[config.mk]
export PLATFORM = sky130hd
export DESIGN_NAME = wstk_engine
export DESIGN_NICKNAME = d
export VERILOG_FILES = /design/src/rtl/wstk_pkg.sv /design/src/rtl/wstk_ptr.sv /design/src/rtl/wstk_mem.sv /design/src/rtl/wstk_flags.sv /design/src/rtl/wstk_engine.sv
export SDC_FILE = /design/constraint.sdc
export NUM_CORES = 1
export LEC_CHECK = 0
export BUFFER_PORTS_ARGS = -buffer_cell sky130_fd_sc_hd__clkbuf_2
export CAP_MARGIN = 15
export CORE_MARGIN = 8
export CORE_UTILIZATION = 65
export DETAILED_ROUTE_END_ITERATION = 10
export GPL_TIMING_DRIVEN = 0
export PLACE_DENSITY = 0.95
export REMOVE_ABC_BUFFERS = 1
export SYNTH_ARGS = -nofsm -noshare
export SYNTH_HDL_FRONTEND = slang
export SYNTH_SLANG_ARGS = --single-unit
[constraint.sdc]
create_clock -name clk -period 8.6 [get_ports clk]
set_input_delay 0.43 -clock clk [delete_from_list [all_inputs] [get_ports clk]]
set_output_delay 0.43 -clock clk [all_outputs]
set_load 0.01 [all_outputs]
[src/rtl/wstk_pkg.sv]
// Package: shared types for the word stack engine.
// Assumes: requests are sampled once per clock edge.
package wstk_pkg;

    // Request class decoded from the two request lines.
    typedef enum logic [1:0] {
        REQ_NONE = 2'b00,
        REQ_PUSH = 2'b01,
        REQ_POP  = 2'b10,
        REQ_BOTH = 2'b11
    } stk_req_e;

    // Outcome of one cycle, as decided by the pointer unit.
    typedef struct packed {
        logic push_go;    // push accepted, memory written
        logic pop_go;     // pop accepted, memory read
        logic push_deny;  // push refused at the limit
        logic pop_deny;   // pop refused on empty stack
        logic clash;      // push and pop arrived together
    } stk_verdict_t;

    // Map request lines onto the enum.
    function automatic stk_req_e classify(input logic push_r, input logic pop_r);
        return stk_req_e'({pop_r, push_r});
    endfunction

endpackage

[src/rtl/wstk_ptr.sv]
// Module: wstk_ptr
// Holds the byte-addressed stack pointer, decides whether each request is
// accepted, and produces the word indices for the memory.
// Assumes: BASE_ADDR and LIMIT_ADDR are even, LIMIT_ADDR < BASE_ADDR, and
// the span between them is a power-of-two number of words.
module wstk_ptr
    import wstk_pkg::*;
#(
    parameter int ADDR_W     = 8,
    parameter int BASE_ADDR  = 128,
    parameter int LIMIT_ADDR = 96,
    parameter int IDX_W      = 4
) (
    input  logic              clk,
    input  logic              rst_n,
    input  logic              push_req,
    input  logic              pop_req,
    output logic [ADDR_W-1:0] sp,
    output logic              empty,
    output logic              full,
    output stk_verdict_t      verdict,
    output logic [IDX_W-1:0]  wr_idx,
    output logic [IDX_W-1:0]  rd_idx
);

    localparam logic [ADDR_W-1:0] BASE_A  = ADDR_W'(BASE_ADDR);
    localparam logic [ADDR_W-1:0] LIMIT_A = ADDR_W'(LIMIT_ADDR);
    localparam logic [ADDR_W-1:0] STEP    = ADDR_W'(2);

    logic [ADDR_W-1:0] sp_q;
    logic [ADDR_W-1:0] sp_dn;
    logic [ADDR_W-1:0] sp_up;
    stk_req_e          req;

    assign sp    = sp_q;
    assign empty = (sp_q == BASE_A);
    assign full  = (sp_q == LIMIT_A);
    assign sp_dn = sp_q - STEP;
    assign sp_up = sp_q + STEP;

    // Word indices relative to the limit: pre-decremented for write, current for read.
    assign wr_idx = IDX_W'((sp_dn - LIMIT_A) >> 1);
    assign rd_idx = IDX_W'((sp_q - LIMIT_A) >> 1);

    // Decide this cycle's outcome; pop wins over push.
    always_comb begin
        req     = classify(push_req, pop_req);
        verdict = '0;
        unique case (req)
            REQ_NONE: ;
            REQ_PUSH: begin
                verdict.push_go   = !full;
                verdict.push_deny = full;
            end
            REQ_POP: begin
                verdict.pop_go   = !empty;
                verdict.pop_deny = empty;
            end
            REQ_BOTH: begin
                verdict.pop_go   = !empty;
                verdict.pop_deny = empty;
                verdict.clash    = 1'b1;
            end
        endcase
    end

    // Move the pointer after an accepted access.
    always_ff @(posedge clk) begin
        if (!rst_n) begin
            sp_q <= BASE_A;
        end else if (verdict.pop_go) begin
            sp_q <= sp_up;
        end else if (verdict.push_go) begin
            sp_q <= sp_dn;
        end
    end

endmodule

[src/rtl/wstk_mem.sv]
// Module: wstk_mem
// Word storage for the stack region, one write port and one registered
// read port. Contents are not reset.
// Assumes: read and write are never enabled in the same cycle.
module wstk_mem #(
    parameter int DATA_W = 16,
    parameter int DEPTH  = 16,
    parameter int IDX_W  = 4
) (
    input  logic              clk,
    input  logic              rst_n,
    input  logic              we,
    input  logic [IDX_W-1:0]  widx,
    input  logic [DATA_W-1:0] wdata,
    input  logic              re,
    input  logic [IDX_W-1:0]  ridx,
    output logic [DATA_W-1:0] rdata
);

    logic [DATA_W-1:0] cells [DEPTH];

    // Store a word at the write index.
    always_ff @(posedge clk) begin
        if (we) begin
            cells[widx] <= wdata;
        end
    end

    // Capture the word at the read index; hold it otherwise.
    always_ff @(posedge clk) begin
        if (!rst_n) begin
            rdata <= '0;
        end else if (re) begin
            rdata <= cells[ridx];
        end
    end

endmodule

[src/rtl/wstk_flags.sv]
// Module: wstk_flags
// Turns the per-cycle verdict into the sticky bound flags, the collision
// pulse and the read-valid strobe.
// Assumes: verdict bits are settled before the clock edge.
module wstk_flags
    import wstk_pkg::*;
(
    input  logic         clk,
    input  logic         rst_n,
    input  stk_verdict_t verdict,
    output logic         overflow,
    output logic         underflow,
    output logic         collide_err,
    output logic         pop_valid
);

    // Sticky overflow: set on a refused push, cleared only by reset.
    always_ff @(posedge clk) begin
        if (!rst_n)                 overflow <= 1'b0;
        else if (verdict.push_deny) overflow <= 1'b1;
    end

    // Sticky underflow: set on a refused pop, cleared only by reset.
    always_ff @(posedge clk) begin
        if (!rst_n)                underflow <= 1'b0;
        else if (verdict.pop_deny) underflow <= 1'b1;
    end

    // One-cycle pulses for the clash error and fresh read data.
    always_ff @(posedge clk) begin
        if (!rst_n) begin
            collide_err <= 1'b0;
            pop_valid   <= 1'b0;
        end else begin
            collide_err <= verdict.clash;
            pop_valid   <= verdict.pop_go;
        end
    end

endmodule

[src/rtl/wstk_engine.sv]
// Module: wstk_engine (top)
// Downward-growing word stack: push pre-decrements then writes, pop reads
// then post-increments, with limit and base checks.
// Assumes: one request line per cycle in normal use; both together is an
// error that serves the pop only.
module wstk_engine
    import wstk_pkg::*;
#(
    parameter int DATA_W     = 16,
    parameter int ADDR_W     = 8,
    parameter int BASE_ADDR  = 128,
    parameter int LIMIT_ADDR = 96
) (
    input  logic              clk,
    input  logic              rst_n,
    input  logic              push_req,
    input  logic [DATA_W-1:0] push_data,
    input  logic              pop_req,
    output logic [DATA_W-1:0] pop_data,
    output logic              pop_valid,
    output logic [ADDR_W-1:0] sp,
    output logic              empty,
    output logic              full,
    output logic              overflow,
    output logic              underflow,
    output logic              collide_err
);

    localparam int DEPTH = (BASE_ADDR - LIMIT_ADDR) / 2;
    localparam int IDX_W = (DEPTH > 1) ? $clog2(DEPTH) : 1;

    stk_verdict_t     verdict;
    logic [IDX_W-1:0] wr_idx;
    logic [IDX_W-1:0] rd_idx;

    wstk_ptr #(
        .ADDR_W    (ADDR_W),
        .BASE_ADDR (BASE_ADDR),
        .LIMIT_ADDR(LIMIT_ADDR),
        .IDX_W     (IDX_W)
    ) u_ptr (
        .clk     (clk),
        .rst_n   (rst_n),
        .push_req(push_req),
        .pop_req (pop_req),
        .sp      (sp),
        .empty   (empty),
        .full    (full),
        .verdict (verdict),
        .wr_idx  (wr_idx),
        .rd_idx  (rd_idx)
    );

    wstk_mem #(
        .DATA_W(DATA_W),
        .DEPTH (DEPTH),
        .IDX_W (IDX_W)
    ) u_mem (
        .clk  (clk),
        .rst_n(rst_n),
        .we   (verdict.push_go),
        .widx (wr_idx),
        .wdata(push_data),
        .re   (verdict.pop_go),
        .ridx (rd_idx),
        .rdata(pop_data)
    );

    wstk_flags u_flags (
        .clk        (clk),
        .rst_n      (rst_n),
        .verdict    (verdict),
        .overflow   (overflow),
        .underflow  (underflow),
        .collide_err(collide_err),
        .pop_valid  (pop_valid)
    );

endmodule

==> flow_metrics.tcl, run 1 <==
set metrics [dict create \
    ff2ff_path_depth 6 \
    cp_data_arrival_time_ns 4.97 \
    synth-xor-area-share_pct 0.476 \
    gr-total-overflow 0 \
    fp.dieArea_um2 21400 \
    num-fill-cells 861 \
    drtAntennaViolNets 0 \
    dp_slack_ns 3.90 \
    synth_top_family_by_area "multiplexers" \
    ir_drop_mv 0.199 \
    maxSlewHeadroom_pct 17.8 \
    cts_tree "done" \
    outcome "complete, no violations" \
    cp.required_ns 8.73 \
    async_flop_share_pct 0 \
    core_um2 16600 \
    viasPerCell 6.85 \
    post-route-drc-count 0 \
    finalPower_w 0.00327 \
    synth_ff_type "edfxtp_1" \
    wl_um 25900 \
    place_congestion 0.754 \
    fin_crit_sh_pct 56.3 \
    critPathMaxFanout 52 \
    whs_ns 0.196 \
    hp-class "in -> reg" \
    powerDensity_nw_per_um2 262 \
    diodes 0 \
    post_cts_buffers 0 \
    io_pins 50 \
    ys_seq_area_share_pct 74.5 \
    grt_pass1_wl_um 38200 \
    clk_pin_slew_ns 0.07 \
    syn-cell-area_um2 11100 \
    final_area_um2 12500 \
    synthAdderAreaFrac_pct 0.679 \
    tightest_slew_ns 1.23 \
    drv_cap 0 \
    final-max-slew-violation-count 0 \
    synth_compound_area_share_pct 5.36 \
    max_freq_ghz 0.206 \
    synth_warnings 0 \
    worstSkewPairLatency_ns 0.52 \
    multi_input_area_um2 2620 \
    cts.repair.resized 0 \
    root_buffer "clkbuf_16" \
    synth-simple-area-share_pct 4.50 \
    criticalPathCategory "reg -> reg" \
    netlist_instances 623 \
    regArea_um2 8230 \
    drt-pass1-iter-count 5 \
    place_area_um2 11500 \
    holdPathStages 2 \
    initial_core_util_pct 66.6 \
    layout-drive-gt1-share_pct 19.9 \
    final.min_clock_period_ns 4.85 \
    clkSinkCount 283 \
    cts-buffers-inserted 27 \
    finalSetupViolCount 0 \
    rsz0062_at_grt "false" \
    syn_avg_cell_area_um2 17.7 \
    numPortBuffers 48 \
    routed-via-count 6236 \
    hold_viol_final 0 \
    synth.distinct_cells 46 \
    ys_ff_latch 283 \
    antenna_found_initial 0 \
    final_util_pct 75.1 \
    cts_buffer_depth 3 \
    critPathLaunchType "flop" \
    p_leak_nw 4.16 \
    synth.area.mux_share_pct 12.6 \
    synth_edf_count 256 \
    syn_to_final_growth_pct 12.7 \
    nNetsFinal 696 \
    wire_per_inst_um 28.5 \
    cts_htree_levels 1 \
    layout_setup_ws_ns 3.75 \
    hpwl_um 13900 \
    die_w_um 146 \
    grt_max_degree 53 \
    drt-initial-drc-count 857 \
    grt_use_total_pct 23.8 \
    end_kind "flop" \
    timing.reg2reg.setup_slack_ns 3.75 \
    clock_skew_ns 0.0108 \
    cts_hold_buf 0 \
    die_h_um 146 \
    grt_pass1_vias 6444 \
    rows 47 \
]
==> area by class of cell <==
type / count / share of cell area, %
Clock buffer: 36 / 5.85
Clock inverter: 13 / 1.63
Inverter: 6 / 0.181
Multi-Input combinational cell: 299 / 21.0
Sequential cell: 283 / 66.1
Tap cell: 220 / 2.21
Timing Repair Buffer: 53 / 3.03
==> stage by stage <==
| stage | cells | TNS [ns] |
|---|---|---|
| 4_1_cts | 910 | 0 |
| 3_5_place_dp | 861 | 0 |
| 5_1_grt | 910 | 0 |
| 3_3_place_gp | 856 | -8.91 |
| 2_1_floorplan | 588 | 0 |
| 6_report | 910 | 0 |
==> cells in the final DEF (no fill, tap or decap), types with 6 or more instances in the layout <==
master and n:
mux4_2 35, a21o_1 15, nor2_1 25, o22ai_1 30
ha_1 6, o21ai_0 16, mux2i_1 60, clkbuf_2 48
nor3_1 6, edfxtp_1 256, dfxtp_1 24, and3_1 18
a31oi_1 17, nand2_1 34, clkbuf_1 7, clkbuf_16 27
==> final timing paths <==
kind	start	to
worst max-delay path	u_ptr.sp[2]	u_mem.cells[6][0]
worst min-delay path	push_req	u_flags.collide_err
worst max register to register	u_ptr.sp[2]	u_mem.cells[6][0]
worst min register to register	u_flags.overflow	u_flags.overflow
==> flip-flops by register name, summed over array words and instances (netlist names) <==
register             count
u_flags.collide_err      1
u_flags.underflow        1
u_ptr.sp                 7
u_mem.cells            256
u_mem.rdata             16
u_flags.pop_valid        1
u_flags.overflow         1
==> layer usage <==
metal	GRT usage (%)	vias up	routed length, um
li1	-	2569	-
met3	3.86	86	2470
met5	0	-	0
met4	10.8	0	947
met2	41.7	467	13400
met1	28.5	3114	9130
==> synthesized netlist by cell type, types with 4 or more instances <==
master	count	area (um^2)
a21o_1	15	113
a31oi_1	17	106
and3_1	18	113
buf_2	11	55.1
buf_4	8	60.1
clkbuf_1	12	45.0
dfxtp_1	27	541
edfxtp_1	256	7690
ha_1	6	75.1
inv_1	4	15.0
mux2i_1	60	601
mux4_2	35	788
nand2_1	34	128
nor2_1	25	93.8
nor3_1	6	30.0
o21ai_0	16	80.1
o22ai_1	30	188
xor2_1	4	35.0
==> critical path, stage by stage (launching register included) <==
cell      delay [ns]
dfxtp_4         0.74
buf_16          0.36
clkinv_1        0.79
ha_1            0.64
or3b_4          0.32
o21a_1          0.49
and3_1          1.08
==> kinds of logic (layout without fill, tap and decap cells) <==
family | Yosys count | after routing
adder cells (fa/ha/maj) | 6 | 6
AO/OA/AOI/OAI | 92 | 92
flip-flops | 283 | 283
buffers and inverters | 41 | 108
other | 1 | 1
AND/OR/NAND/NOR | 99 | 99
XOR/XNOR | 6 | 6
multiplexers | 95 | 95
==> where the power goes <==
group | internal, W | switching, W | total [W]
clock | 0.000747 | 0.000498 | 0.00125
sequential | 0.00156 | 0.0000610 | 0.00162
combinational | 0.000174 | 0.000230 | 0.000404
total | 0.00248 | 0.000788 | 0.00327
(Power assumes the default switching activity.)
==> run 2: changes to the inputs <==
--- a/config.mk
+++ b/config.mk
@@ -8,10 +8,10 @@
 export BUFFER_PORTS_ARGS = -buffer_cell sky130_fd_sc_hd__clkbuf_2
 export CAP_MARGIN = 15
 export CORE_MARGIN = 8
-export CORE_UTILIZATION = 65
+export CORE_UTILIZATION = 55
 export DETAILED_ROUTE_END_ITERATION = 10
 export GPL_TIMING_DRIVEN = 0
-export PLACE_DENSITY = 0.95
+export PLACE_DENSITY = 0.86
 export REMOVE_ABC_BUFFERS = 1
 export SYNTH_ARGS = -nofsm -noshare
 export SYNTH_HDL_FRONTEND = slang
==> constraint.sdc (replaced) <==
create_clock -name clk -period 4.17 [get_ports clk]
set_input_delay 0.2085 -clock clk [delete_from_list [all_inputs] [get_ports clk]]
set_output_delay 0.2085 -clock clk [all_outputs]
set_load 0.01 [all_outputs]
==> run 2 against run 1 <==
Effect of this change: flip-flop and latch count did not move; sequential power rose by 100%; non-clock buffer count rose by 1; fmax rose by 19%; first-iteration DRC count fell by 38%; via count fell by 5.4%; utilization fell by 13 points; critical endpoint is now u_mem.cells[11][4].
==> flow_metrics.tcl, run 2 (synthesis gave the netlist of run 1 again) <==
set metrics [dict create \
    fin_crit_sh_pct 97.4 \
    worstSkewPairLatency_ns 0.53 \
    largest_reg_flops 256 \
    drt-initial-drc-count 532 \
    wl_um 23400 \
    finalSetupTns_ns 0 \
    post-route-drc-count 0 \
    finalPower_w 0.00655 \
    clock_skew_ns 0.00955 \
    core_um2 20000 \
    routed-via-count 5902 \
    viasPerCell 6.14 \
    drtAntennaViolNets 0 \
    ff2ff_path_depth 5 \
    nNetsFinal 697 \
    rsz0062_at_grt "false" \
    post_cts_buffers 0 \
    timing.reg2reg.setup_slack_ns 0.11 \
    powerDensity_nw_per_um2 525 \
    holdPathStages 2 \
    clkSinkCount 283 \
    hold_viol_final 0 \
    cp_data_arrival_time_ns 4.20 \
    initial_core_util_pct 55.3 \
    max_freq_ghz 0.246 \
    diodes 0 \
    post_layout_nonfiller_instances 961 \
    criticalPathCategory "reg -> reg" \
    maxSlewHeadroom_pct 33.5 \
    final_common_cell "edfxtp_1" \
    cts_buffer_depth 3 \
    rr_startpoint "u_ptr.sp[2]" \
    die_w_um 158 \
    hp-class "in -> reg" \
    num-fill-cells 1344 \
    antenna_found_initial 0 \
    placed_cells 911 \
    grt_pass1_wl_um 34800 \
    syn_to_final_growth_pct 13.0 \
    rows 52 \
    clk_pin_slew_ns 0.06 \
    p_leak_nw 4.14 \
    final-max-slew-violation-count 0 \
    cp.required_ns 4.31 \
    worstHoldStart "pop_req" \
    critPathMaxFanout 39 \
    critPathLaunchType "flop" \
    numPortBuffers 48 \
    cts_htree_levels 1 \
    wire_per_inst_um 24.4 \
    cts_tree "done" \
    regMostFlops "u_mem.cells" \
    tightest_slew_ns 0.997 \
    gr-total-overflow 0 \
    grt_pass1_vias 6082 \
    r2r_end "u_mem.cells[11][4]" \
    final.min_clock_period_ns 4.06 \
    grt_max_degree 50 \
    whs_endpoint "u_flags.collide_err" \
    outcome "complete, no violations" \
    final_cell_mix "edfxtp_1 (256), mux2i_1 (60), clkbuf_2 (48), mux4_2 (35), nand2_1 (34)" \
    fp.dieArea_um2 24900 \
    place_congestion 0.716 \
    grt_use_total_pct 18.9 \
    layout-drive-gt1-share_pct 21.4 \
    finalSetupViolCount 0 \
    end_kind "flop" \
    ir_drop_mv 0.326 \
    drt-pass1-iter-count 5 \
    hpwl_um 12800 \
    cts-buffers-inserted 27 \
    io_pins 50 \
    drv_cap 0 \
    die_h_um 158 \
    root_buffer "clkbuf_16" \
]
run 2: changes by cell type in the layout (fill, tap and decap cells not counted):
cell / change
buf_16: -2
clkinv_4: -1
and3_1: -11
dlygate4sd3_1: +1
clkbuf_8: +1
clkinv_2: +4
and3_2: +11
bufinv_16: -2
inv_6: +1
clkinvlp_4: -3
buf_12: +2
run 2: worst max path at each step:
stage	startpoint	end	slack, ns	depth (start not counted)
final	u_ptr.sp[2]	u_mem.cells[11][4]	0.11	5
after global routing	u_ptr.sp[2]	u_mem.cells[11][2]	0.01	5
after CTS	u_ptr.sp[2]	u_mem.cells[1][9]	0.11	5
after detailed placement	u_ptr.sp[2]	u_mem.cells[0][12]	-0.45	5
after global placement	u_ptr.sp[2]	u_mem.rdata[11]	-4.69	6
after floorplan	u_ptr.sp[2]	u_mem.cells[10][0]	-2.00	5
run 2: per-stage QoR:
step	setup WS [ns]	util, %	hold slack [ns]	instance area [um^2]
2_1_floorplan	-2.00	-	0.270	10900
3_3_place_gp	-4.69	57.3	0.454	11400
3_5_place_dp	-0.453	57.9	0.461	11600
4_1_cts	0.106	62.4	0.000779	12500
5_1_grt	0.0145	62.5	0.0197	12500
6_report	0.110	62.5	0.0145	12500
run 2: what timing repair did:
action	CTS	global route
endpoints found under the setup margin	256	120
hold buffers	1	0
resized for setup	4	8
hold endpoints to repair	1	0
run 2: layout make-up:
cell class	count	area [um^2]	share of cell area, %
timing repair buffer	54	373	2.99
sequential	283	8230	66.0
tap	270	338	2.71
clock inverter	12	139	1.11
clock buffer	37	743	5.95
inverter	6	23.8	0.190
multi-input combinational	299	2630	21.1
run 2: layer usage:
layer / up-vias / global-route usage [%] / wire length [um]
li1: 2570 / - / -
met1: 3017 / 22.1 / 8750
met2: 275 / 34.3 / 12300
met3: 40 / 3.52 / 1810
met4: 0 / 6.57 / 568
met5: - / 0 / 0
run 2: worst max-delay path: stages, from the launching register on:
cell	delay (ns)
dfxtp_4	0.79
clkinv_2	0.61
ha_1	0.48
or3b_4	0.29
o21a_1	0.53
and3_1	0.93
run 2: where the power goes:
group,leakage (nW),switching [W],internal (W)
Sequential,2.53,0.000109,0.00321
Combinational,1.18,0.000458,0.000356
Clock,0.432,0.000988,0.00143
==> run 3: changes to the inputs <==
--- a/config.mk
+++ b/config.mk
@@ -7,7 +7,6 @@
 export LEC_CHECK = 0
 export BUFFER_PORTS_ARGS = -buffer_cell sky130_fd_sc_hd__clkbuf_2
 export CAP_MARGIN = 15
-export CORE_MARGIN = 8
 export CORE_UTILIZATION = 55
 export DETAILED_ROUTE_END_ITERATION = 10
 export GPL_TIMING_DRIVEN = 0
==> run 3 against run 2 <==
Effect of this change: cell count fell by 0.52%; first-iteration DRC count rose by 26%; critical path type unchanged; design area barely moved; sequential power barely moved; combinational power rose by 2%; flip-flop and latch count did not move; utilization rose by 1.2 points; critical endpoint is now u_mem.cells[2][5].
==> flow_metrics.tcl, run 3 (synthesis gave the netlist of run 1 again) <==
set metrics [dict create \
    nNetsFinal 697 \
    antenna_found_initial 0 \
    cp_data_arrival_time_ns 4.14 \
    grt_max_degree 53 \
    powerDensity_nw_per_um2 526 \
    holdPathStages 2 \
    cts-buffers-inserted 27 \
    placed_cells 906 \
    critPathLaunchType "flop" \
    fin_crit_sh_pct 95.5 \
    p_leak_nw 4.14 \
    root_buffer "clkbuf_16" \
    criticalPathCategory "reg -> reg" \
    ff2ff_path_depth 6 \
    layout-drive-gt1-share_pct 22.1 \
    diodes 0 \
    tightest_slew_ns 1.01 \
    cts_buffer_depth 3 \
    finalSetupTns_ns 0 \
    final.min_clock_period_ns 3.98 \
    grt_pass1_vias 6120 \
    core_um2 19600 \
    clkSinkCount 283 \
    die_h_um 144 \
    finalSetupViolCount 0 \
    syn_to_final_growth_pct 13.0 \
    rows 51 \
    slowest_delay_ns 0.74 \
    post_layout_nonfiller_instances 956 \
    final_common_cell "edfxtp_1" \
    seq_power_share_pct 50.6 \
    cts_htree_levels 1 \
    largest_reg_flops 256 \
    drv_cap 0 \
    outcome "complete, no violations" \
    drt-initial-drc-count 670 \
    whs_endpoint "u_flags.collide_err" \
    critPathTopFamily "simple AND/OR/NAND/NOR gates" \
    post_cts_buffers 0 \
    hpwl_um 12500 \
    timing.reg2reg.setup_slack_ns 0.19 \
    cp.required_ns 4.33 \
    grt_pass1_wl_um 35600 \
    clock_skew_ns 0.0106 \
    maxSlewHeadroom_pct 32.7 \
    drt-pass1-iter-count 5 \
    crit_path_cell_trace "buf_16 -> clkinv_2 -> ha_1 -> or3b_4 -> o21a_1 -> and3_2" \
    ir_drop_mv 0.432 \
    max_freq_ghz 0.251 \
    rr_startpoint "u_ptr.sp[2]" \
    fp.dieArea_um2 20700 \
    r2r_end "u_mem.cells[2][5]" \
    hold_viol_final 0 \
    p_int_w 0.00499 \
    io_pins 50 \
    worstHoldStart "pop_req" \
    regMostFlops "u_mem.cells" \
    clk_pin_slew_ns 0.06 \
    switching_share_pct 24.0 \
    die_w_um 144 \
    viasPerCell 6.27 \
    worstSkewPairLatency_ns 0.53 \
    p_sw_w 0.00157 \
    cts_tree "done" \
    crit_cells 6 \
    p_comb_share_pct 12.6 \
    critical_path_buf_inv_count 2 \
    final-max-slew-violation-count 0 \
    routed-via-count 5998 \
    grt_use_total_pct 24.2 \
    numPortBuffers 48 \
    drtAntennaViolNets 0 \
    critPathMaxFanout 52 \
    place_congestion 0.757 \
    post-route-drc-count 0 \
    wl_um 24100 \
    crit_slowest_cell "dfxtp_4" \
    finalPower_w 0.00656 \
    final_cell_mix "edfxtp_1 (256), mux2i_1 (60), clkbuf_2 (48), mux4_2 (35), nand2_1 (34)" \
    initial_core_util_pct 56.4 \
    power.share.clock_pct 36.8 \
    hp-class "in -> reg" \
    end_kind "flop" \
    gr-total-overflow 0 \
    wire_per_inst_um 25.2 \
    rsz0062_at_grt "false" \
]
[run 3: changes by cell type in the layout (fill, tap and decap cells not counted), sizes merged]
cell      before  now
clkbuf        85   88
inv            5    4
bufinv         3    2
clkinvlp       1    0
[run 3: power groups by stage]
stage | Combinational, W | Sequential, W | Clock, W
2_1_floorplan | 0.000479 | 0.00342 | 0
3_3_place_gp | 0.000695 | 0.00345 | 0
3_5_place_dp | 0.000803 | 0.00338 | 0
4_1_cts | 0.000817 | 0.00332 | 0.00243
5_1_grt | 0.000876 | 0.00334 | 0.00253
6_report | 0.000828 | 0.00332 | 0.00241
[run 3: worst register-to-register path, stage by stage (launching register included)]
cell	delay, ns
dfxtp_4	0.74
buf_16	0.37
clkinv_2	0.50
ha_1	0.47
or3b_4	0.31
o21a_1	0.50
and3_2	0.72
[run 3: stage by stage]
stage	cell area [um^2]	hold slack, ns	util, %	setup WS (ns)
global route	12500	0.0189	63.7	0.0348
floorplan	10900	0.270	-	-2.00
CTS	12500	0.0132	63.7	0.280
detailed placement	11600	0.456	59.1	-0.546
global placement	11400	0.448	58.4	-4.76
finish	12500	0.0252	63.7	0.186
[run 3: cell type report]
type | instances | area [um^2]
clock inverter | 9 | 92.6
timing repair buffer | 54 | 380
tap | 265 | 332
multi-input combinational | 299 | 2640
clock buffer | 40 | 785
sequential | 283 | 8230
inverter | 6 | 23.8
fill | 1306 | 7110
[run 3: layer usage]
metal / routed length [um] / track usage [%] / part of all wire (%)
met4: 754 / 9.97 / 3.1
met3: 1620 / 3.77 / 6.7
met5: 0 / 0 / 0
met1: 9020 / 29.3 / 37
met2: 12700 / 43.2 / 53
[run 3: how the worst max path moves through the flow]
stage                start            endpoint  slack, ns
2_1_floorplan  u_ptr.sp[2]  u_mem.cells[10][0]      -2.00
3_5_place_dp   u_ptr.sp[2]   u_mem.cells[2][5]      -0.55
5_1_grt        u_ptr.sp[2]   u_mem.cells[2][5]       0.03
4_1_cts        u_ptr.sp[2]   u_mem.cells[6][5]       0.28
6_report       u_ptr.sp[2]   u_mem.cells[2][5]       0.19
3_3_place_gp   u_ptr.sp[2]      u_mem.rdata[0]      -4.76
[run 3: timing repair]
action                                 CTS  global route
gates resized for setup                 17             0
hold buffers                             1             0
endpoints found under the hold margin    1             0
setup endpoints to repair              256             0
